`src/rtl/mie_pkg.sv`:
```
package mie_pkg;
  localparam int unsigned DATA_W     = 32;
  localparam int unsigned BYTE_W     = 8;
  localparam int unsigned CL_ROTF_W  = 4;
  localparam int unsigned WIDE_F_W   = 12;
  localparam int unsigned SHAMT_W    = $clog2(DATA_W);
  localparam int unsigned LANES      = DATA_W / BYTE_W;

  // Bit positions the instruction layout fixes.
  localparam int unsigned CL_ROT_LSB = 8;
  localparam int unsigned WD_HI_BIT  = 26;
  localparam int unsigned WD_MID_LSB = 12;

  typedef enum logic [1:0] {
    PAT_LOW  = 2'd0,
    PAT_EVEN = 2'd1,
    PAT_ODD  = 2'd2,
    PAT_ALL  = 2'd3
  } pat_mode_e;

  typedef struct packed {
    logic [DATA_W-1:0] value;
    logic              rotated;
  } expand_t;
endpackage

```
`src/rtl/mie_classic_expand.sv`:
```
module mie_classic_expand
  import mie_pkg::*;
#(
  parameter int unsigned DW   = DATA_W,
  parameter int unsigned BW   = BYTE_W,
  parameter int unsigned RFW  = CL_ROTF_W
) (
  input  logic [BW-1:0]  const_byte,
  input  logic [RFW-1:0] rot_field,
  output logic [DW-1:0]  value_out,
  output logic           rotated_out
);
  localparam int unsigned AMT_W = $clog2(DW);

  logic [AMT_W-1:0] amount;
  logic [DW-1:0]    base;
  logic [2*DW-1:0]  doubled;
  logic [2*DW-1:0]  shifted;

  always_comb begin
    amount      = AMT_W'({rot_field, 1'b0});
    base        = DW'(const_byte);
    doubled     = {base, base};
    shifted     = doubled >> amount;
    value_out   = shifted[DW-1:0];
    rotated_out = (rot_field != '0);
  end
endmodule

```
`src/rtl/mie_wide_expand.sv`:
```
module mie_wide_expand
  import mie_pkg::*;
#(
  parameter int unsigned DW  = DATA_W,
  parameter int unsigned BW  = BYTE_W,
  parameter int unsigned FW  = WIDE_F_W
) (
  input  logic [FW-1:0] field,
  output logic [DW-1:0] value_out,
  output logic          rotated_out
);
  localparam int unsigned NLANE = DW / BW;
  localparam int unsigned AMT_W = $clog2(DW);

  logic [BW-1:0]   xy;
  pat_mode_e       mode;
  logic            is_pattern;
  logic [NLANE-1:0] lane_on;
  logic [DW-1:0]   pat_val;
  logic [DW-1:0]   rot_base;
  logic [2*DW-1:0] rot_shift;
  logic [AMT_W-1:0] amount;

  assign xy         = field[BW-1:0];
  assign mode       = pat_mode_e'(field[FW-3:FW-4]);
  assign is_pattern = (field[FW-1:FW-2] == 2'b00);

  for (genvar g = 0; g < NLANE; g++) begin : g_lane
    always_comb begin
      unique case (mode)
        PAT_LOW:  lane_on[g] = (g == 0);
        PAT_EVEN: lane_on[g] = ((g % 2) == 0);
        PAT_ODD:  lane_on[g] = ((g % 2) == 1);
        default:  lane_on[g] = 1'b1;
      endcase
    end
    assign pat_val[g*BW +: BW] = lane_on[g] ? xy : '0;
  end

  always_comb begin
    amount    = field[FW-1:FW-1-(AMT_W-1)];
    rot_base  = DW'({1'b1, xy[BW-2:0]});
    rot_shift = {rot_base, rot_base} >> amount;
    if (is_pattern) begin
      value_out   = pat_val;
      rotated_out = 1'b0;
    end else begin
      value_out   = rot_shift[DW-1:0];
      rotated_out = 1'b1;
    end
  end
endmodule

```
`src/rtl/mie_carry_sel.sv`:
```
module mie_carry_sel
  import mie_pkg::*;
#(
  parameter int unsigned DW = DATA_W
) (
  input  expand_t        chosen,
  input  logic           carry_in,
  output logic [DW-1:0]  operand,
  output logic           carry_out,
  output logic           rot_applied
);
  always_comb begin
    operand     = chosen.value;
    rot_applied = chosen.rotated;
    carry_out   = chosen.rotated ? chosen.value[DW-1] : carry_in;
  end
endmodule

```
`src/rtl/mod_imm_expand.sv`:
```
module mod_imm_expand
  import mie_pkg::*;
(
  input  logic [DATA_W-1:0] instr_word,
  input  logic              wide_sel,
  input  logic              carry_in,
  output logic [DATA_W-1:0] operand_out,
  output logic              carry_out,
  output logic              rot_applied
);
  localparam int unsigned MID_W = WIDE_F_W - BYTE_W - 1;

  logic [DATA_W-1:0]   cl_val;
  logic                cl_rot;
  logic [DATA_W-1:0]   wd_val;
  logic                wd_rot;
  logic [WIDE_F_W-1:0] wd_field;
  expand_t             picked;
  logic                unused_bits;

  assign wd_field = {instr_word[WD_HI_BIT],
                     instr_word[WD_MID_LSB +: MID_W],
                     instr_word[BYTE_W-1:0]};

  assign unused_bits = ^{instr_word[DATA_W-1:WD_HI_BIT+1],
                         instr_word[WD_HI_BIT-1:WD_MID_LSB+MID_W]};

  mie_classic_expand #(
    .DW (DATA_W),
    .BW (BYTE_W),
    .RFW(CL_ROTF_W)
  ) u_classic (
    .const_byte (instr_word[BYTE_W-1:0]),
    .rot_field  (instr_word[CL_ROT_LSB +: CL_ROTF_W]),
    .value_out  (cl_val),
    .rotated_out(cl_rot)
  );

  mie_wide_expand #(
    .DW(DATA_W),
    .BW(BYTE_W),
    .FW(WIDE_F_W)
  ) u_wide (
    .field      (wd_field),
    .value_out  (wd_val),
    .rotated_out(wd_rot)
  );

  always_comb begin
    if (wide_sel) begin
      picked.value   = wd_val;
      picked.rotated = wd_rot;
    end else begin
      picked.value   = cl_val;
      picked.rotated = cl_rot;
    end
  end

  mie_carry_sel #(
    .DW(DATA_W)
  ) u_carry (
    .chosen     (picked),
    .carry_in   (carry_in),
    .operand    (operand_out),
    .carry_out  (carry_out),
    .rot_applied(rot_applied)
  );
endmodule

```
`config.mk`:
```
export PLATFORM = sky130hd
export DESIGN_NAME = mod_imm_expand
export DESIGN_NICKNAME = d
export VERILOG_FILES = /design/src/rtl/mie_pkg.sv /design/src/rtl/mie_classic_expand.sv /design/src/rtl/mie_wide_expand.sv /design/src/rtl/mie_carry_sel.sv /design/src/rtl/mod_imm_expand.sv
export SDC_FILE = /design/constraint.sdc
export NUM_CORES = 1
export LEC_CHECK = 0
export BUFFER_PORTS_ARGS = -buffer_cell sky130_fd_sc_hd__buf_2
export CAP_MARGIN = 0
export CORE_UTILIZATION = 45
export DETAILED_ROUTE_END_ITERATION = 10
export PLACE_DENSITY = 0.7
export SYNTH_ARGS = -nofsm -noshare
export SYNTH_HDL_FRONTEND = slang
export SYNTH_HIERARCHICAL = 1
export SYNTH_SLANG_ARGS = --single-unit
```
`constraint.sdc`:
```
create_clock -name vclk -period 3.2
set_input_delay 0.16 -clock vclk [all_inputs]
set_output_delay 0.16 -clock vclk [all_outputs]
set_load 0.05 [all_outputs]
```
Word-level counts from Yosys, hierarchy flattened
Cells that the tools add are included.
{ "op_classes": {"eq_ne": 2, "n_shift": 2, "n_mux": 7, "reduce_logical": 5} }
{ "ops": {"columns": ["operator", "n"], "rows": [
  ["$shr A40 B5 Y32", 2],
  ["$mux W33", 1],
  ["$mux W32", 1],
  ["$mux W8", 3],
  ["$logic_not A2 Y1", 2],
  ["$reduce_bool A4 Y1", 1],
  ["$reduce_or A2 Y1", 2],
  ["$eq A2 B1 Y1 const B", 1],
  ["$eq A2 B2 Y1 const B", 1],
  ["$mux W1", 2]
]} }
{ "word_totals": {"ff_bits": 0, "in_bits": 34, "out_inout_bits": 34, "wordCells": 16} }

Depth between registers and ports, before layout
Gate-level depths: netlist of run 1.
{ "logic_depth": {"word_depth": 6, "depth_mapped": 8, "depth_no_buf": 6} }

Modules after synthesis
The synthesis of run 1 kept the hierarchy.
{ "by_module_without_submodules": {"columns": ["module", "n_inst", "cells_per_inst", "area_each_um2", "seq_area_each_um2"], "rows": [
  ["mie_wide_expand", 1, 159, 975.9, 0.0],
  ["mie_classic_expand", 1, 99, 665.6, 0.0],
  ["mod_imm_expand", 1, 37, 555.5, 0.0],
  ["mie_carry_sel", 1, 34, 262.8, 0.0]
]} }

Worst setup path after synthesis of run 1
OpenSTA, ideal clock, no wires.
{ "synth_timing": {"kind": "in2out", "start": "input port instr_word[7]", "end": "output port operand_out[16]", "t_arrival_ps": 1642, "required_time_ps": 3040, "path_slack_ps": 1398, "path_stages": 6, "n_path_buf": 2, "path_cell_list": "buf_6 mux2_4 a222oi_1 o22ai_1 mux2_4 buf_4"} }
{ "synth_rtl": {"columns": ["item", "line_no", "rtl"], "rows": [
  ["start: declaration", "mod_imm_expand.sv:4", "input logic [DATA_W-1:0] instr_word,"],
  ["end: declaration", "mod_imm_expand.sv:7", "output logic [DATA_W-1:0] operand_out,"]
]} }

Worst setup path after layout of run 1
{ "layout_timing": {"start": "input port instr_word[7]", "end": "output port operand_out[16]"} }
{ "layout_via": {"elab_chain_len": 3} }
{ "layout_lines": {"columns": ["item", "line_no", "rtl"], "rows": [
  ["$shr A40 B5 Y32", "mie_wide_expand.sv:43", "rot_shift = {rot_base, rot_base} >> amount;"],
  ["$mux W32", "mie_wide_expand.sv:44", "if (is_pattern) begin"],
  ["via wd_val[16]", "mod_imm_expand.sv:15", "logic [DATA_W-1:0] wd_val;"],
  ["$mux W33", "mod_imm_expand.sv:50", "if (wide_sel) begin"]
]} }
The timed path passes the listed nets, and every way through them passes these cells.

==> flow_summary.toml, run 1 <==
[pwr]
internal_power_uw = 155
p_clk_share_pct = 0
switching_fraction_pct = 67.3
power.density_cell_area_mw_per_mm2 = 201
power.leakage_uw = 0.00103
share_seq_of_total_power_pct = 0
combPwrFrac_pct = 100.0
net_switching_power_uw = 319
ir_drop_uv = 142

[yosys]
synthCells = 329
synthDistinctLibCells = 57
yosysSeqAreaShare_pct = 0
synth_fp_nets = 363
avgSynthCellArea_um2 = 7.48
yosys_warnings = 6
mappedNetlistArea_mm2 = 0.00246

[timing]
fmax_mhz = 394
hold_viol = 0
worst_slew_margin_rel_pct = 61.3
finalWorstPathRequiredPeriod_ns = 2.54
total_negative_slack_ns = 0
rsz0062_at_grt = "no"
final.period_utilization_pct = 79.4
timing_worst_slew_pin_value_ns = 0.580
setup_viol = 0
finalMaxSlewViolations = 0

[floorplan]
ios = 68
floorplan.initialDensity_pct = 47.6
rows = 26
chipHeight_um = 75.9
fp.dieArea_mm2 = 0.00577
core_area_mm2 = 0.00517
die_w_um = 75.9

[detailed_routing]
via_count = 2539
drt-initial-drc-count = 400
drtAntennaViolNets = 0
post_drt_via_cell_ratio = 6.44
drt-total-wl_um = 7100
remaining_drc_errors = 0
drt-pass1-iter-count = 5
wl_per_cell_um = 18.0

[layout]
layout.cells.most_common_list = "52 x buf_2, 32 x mux2_4, 32 x nor2_1, 32 x nand2_1, 22 x a21oi_1"
storage_cell_area_um2 = 0
layout.nets = 360
area_growth_pct = -4.17
final.clkbuf_count = 0
finalCoreUtilization_pct = 45.6
drive_gt1_share_pct = 33.0
design.seq.count = 0
final_common_cell = "buf_2"
diodes = 0
n_fill_cell = 533

[global_route]
grt.met2_usage_pct = 37.7
number_of_global_route_vias_before_repair = 2179
grt_util_met3_pct = 0.843
globalRoute.totalOverflow = 0
antenna_found_initial = 0
track_usage_pct = 23.7
grt-busiest-layer = "met2"
pin_count_of_the_biggest_net_entering_global_routing = 35
wire_length_of_the_first_global_routing_pass_um = 11500
global_route.usage.met1_pct = 35.6

[clock_network]
cts-resized-gates = 0
post-cts-setup-buffer-count = 0
holdBufCountCts = 0

[critical_path]
timing.critical_path.required_ns = 3.04
worstSetupStartpointType = "primary input"
crit_fanout = 25
worstPathArrival_ns = 2.38
crit_path_end_kind = "output pin"
critPathKind = "primary input to output pin"

[worst_hold_path]
min_path_type = "primary input to output pin"
holdPathEnd = "carry_out"
worst_hold_path.num_cells = 3
min_from = "carry_in"

[place]
routabilityCongestion = 0.960
dp_hpwl_um = 5100
port-buffer-count = 52

[run]
max_cap_viols = 0

[status]
outcome = "completed"
==> metal layers <==
metal / routed length [um] / share of wire (%) / up-vias
li1: - / - / 1186
met1: 3090 / 44 / 1186
met2: 3220 / 45 / 158
met3: 705 / 9.9 / 9
met4: 89 / 1.3 / 0
met5: 0 / 0 / -
==> logic make-up after synthesis <==
family / synth area share, %
AOI/OAI and AO/OA: 25.3
buffers and inverters: 20.0
muxes: 29.5
and+or+nand+nor: 25.2
==> critical path: stages <==
cell and delay, ns:
buf_2 0.45, mux2i_4 0.39, mux2i_1 0.18, a222oi_1 0.53, o22ai_1 0.18, mux2_4 0.27, buf_2 0.21
==> Yosys cell counts (3+ instances only) <==
library cell  count  share of area, %
mux2_2           10               4.6
nor2_1           32               4.9
inv_1             7               1.1
nand2b_1          6               1.5
a221oi_1          5               1.8
a31oi_1           6               1.5
nand3_1           9               1.8
o21ai_1           4              0.81
o2bb2ai_1         3               1.1
clkbuf_1          4              0.61
buf_2             6               1.2
o21ai_0           5               1.0
and4bb_2          3               1.5
mux2_4           32                20
nor3_1            8               1.6
buf_12            3               2.4
mux2i_1          11               4.5
o211ai_1          3              0.92
buf_6             4               1.8
and2_1            4               1.0
a21oi_1          22               4.5
nor2b_1          12               3.1
nand4_1           3              0.76
buf_4            38                12
o22ai_1           9               2.3
nand2_1          32               4.9
a32oi_1           4               1.4
a22oi_1           6               1.8
==> how the worst max path moves through the flow <==
stage                        from         endpoint  slack, ns  cells after the start
global placement    instr_word[7]  operand_out[16]       0.71                      7
CTS                 instr_word[7]  operand_out[16]       0.70                      7
finish              instr_word[7]  operand_out[16]       0.66                      7
floorplan           instr_word[7]  operand_out[16]       1.40                      6
global route        instr_word[7]  operand_out[16]       0.54                      7
detailed placement  instr_word[7]  operand_out[16]       0.70                      7
==> stage by stage <==
step	cells	total power [uW]	hold slack, ns	setup WS, ns	area, um^2
5_1_grt	394	501	0.784	0.535	2360
4_1_cts	394	467	0.780	0.701	2360
3_5_place_dp	394	465	0.780	0.705	2360
6_report	394	473	0.771	0.660	2360
2_1_floorplan	329	424	0.544	1.40	2460
3_3_place_gp	394	463	0.762	0.711	2360
==> power by group through the flow <==
stage	Clock (uW)	Combinational (uW)	Sequential, uW
4_1_cts	0	467	0
5_1_grt	0	501	0
3_5_place_dp	0	465	0
2_1_floorplan	0	424	0
6_report	0	473	0
3_3_place_gp	0	463	0
==> layout make-up <==
class / instances / area [um^2] / share of cell area, %
multi-input cells: 262 / 1970 / 83.5
well taps: 70 / 87.6 / 3.72
inverters: 9 / 33.8 / 1.43
repair buffers: 53 / 268 / 11.4
Power figures use the tool's default switching activity.
==> run 2: changes to the inputs <==
clock period = 2.5 ns   (was 3.2 ns; I/O delays follow)
==> flow_summary.toml, run 2 (synthesis results as in run 1) <==
[place]
dp_hpwl_um = 5230
placed_cells = 401
routabilityCongestion = 0.935
port-buffer-count = 52

[timing]
rsz0062_at_grt = "no"
worst_slew_margin_rel_pct = 62.4
fmax_mhz = 435
timing_worst_slew_pin_value_ns = 0.563
finalMaxSlewViolations = 0
hold_viol = 0
final.period_utilization_pct = 91.9
setup_viol = 0
finalWorstPathRequiredPeriod_ns = 2.30
total_negative_slack_ns = 0

[floorplan]
fp.dieArea_mm2 = 0.00577
chipHeight_um = 75.9
ios = 68
core_area_mm2 = 0.00517
floorplan.initialDensity_pct = 47.6
die_w_um = 75.9
rows = 26

[pwr]
ir_drop_uv = 163
p_clk_share_pct = 0
share_seq_of_total_power_pct = 0
combPwrFrac_pct = 100.0
internal_power_uw = 206
power.density_cell_area_mw_per_mm2 = 257
power.leakage_uw = 0.00106
net_switching_power_uw = 414
switching_fraction_pct = 66.7
total_power_uw = 620

[critical_path]
timing.critical_path.required_ns = 2.38
critPathKind = "primary input to output pin"
crit_path_end_kind = "output pin"
crit_fanout = 25
worstSetupStartpointType = "primary input"
worstPathArrival_ns = 2.17

[global_route]
globalRoute.totalOverflow = 0
number_of_global_route_vias_before_repair = 2240
wire_length_of_the_first_global_routing_pass_um = 11500
antenna_found_initial = 0
track_usage_pct = 23.9
pin_count_of_the_biggest_net_entering_global_routing = 35

[detailed_routing]
drtAntennaViolNets = 0
wl_per_cell_um = 18.2
drt-initial-drc-count = 347
drt-pass1-iter-count = 6
remaining_drc_errors = 0
drt-total-wl_um = 7290
post_drt_via_cell_ratio = 6.43
via_count = 2579

[layout]
storage_cell_area_um2 = 0
area_growth_pct = -2.03
final.clkbuf_count = 0
design.seq.count = 0
drive_gt1_share_pct = 34.4
final_common_cell = "buf_2"
layout.cells.most_common_list = "52 x buf_2, 32 x mux2_4, 32 x nor2_1, 32 x nand2_1, 22 x a21oi_1"
diodes = 0
layout.nets = 367
post_layout_nonfiller_instances = 401

[clock_network]
post-cts-setup-buffer-count = 0
cts-resized-gates = 0
holdBufCountCts = 0

[status]
outcome = "completed"

[worst_hold_path]
min_path_type = "primary input to output pin"

[run]
max_cap_viols = 0
run 2: changes by cell type in the layout (fill, tap and decap cells not counted), sizes merged:
| cell | before | now |
|---|---|---|
| buf | 53 | 60 |
run 2: cell type report:
cell class         count  area, um^2
fillers              552        2760
multi-input cells    262        1970
repair buffers        60         320
well taps             70        87.6
inverters              9        33.8
run 2: per-layer routing:
layer	up-vias	part of all wire [%]	GRT usage [%]
met4	0	1.6	4.62
met1	1173	43	35.3
met5	-	0	0
li1	1195	-	-
met3	15	12	2.17
met2	196	43	37.5
run 2: power groups by stage:
| stage | clock network, uW | logic [uW] | registers (uW) |
|---|---|---|---|
| global route | 0 | 651 | 0 |
| detailed placement | 0 | 608 | 0 |
| floorplan | 0 | 542 | 0 |
| CTS | 0 | 610 | 0 |
| finish | 0 | 620 | 0 |
| global placement | 0 | 603 | 0 |
run 2: worst paths after layout:
kind | startpoint | end | slack, ns | depth (start not counted)
setup / recovery | instr_word[7] | operand_out[16] | 0.20 | 8
hold / removal | carry_in | carry_out | 0.70 | 3
run 2: through the flow:
stage | worst slack, ns | hold slack [ns] | instance area (um^2) | util, %
finish | 0.202 | 0.705 | 2410 | 46.6
global route | 0.0809 | 0.711 | 2410 | 46.6
CTS | 0.226 | 0.710 | 2410 | 46.6
detailed placement | 0.233 | 0.709 | 2410 | 46.6
global placement | 0.243 | 0.693 | 2410 | 46.6
floorplan | 0.768 | 0.474 | 2460 | -
run 2: critical path, cell delays in order:
cell and delay, ns:
buf_2 0.45, mux2i_1 0.38, inv_2 0.09, a222oi_1 0.37, buf_4 0.19, o22ai_1 0.08, mux2_4 0.26, buf_2 0.21
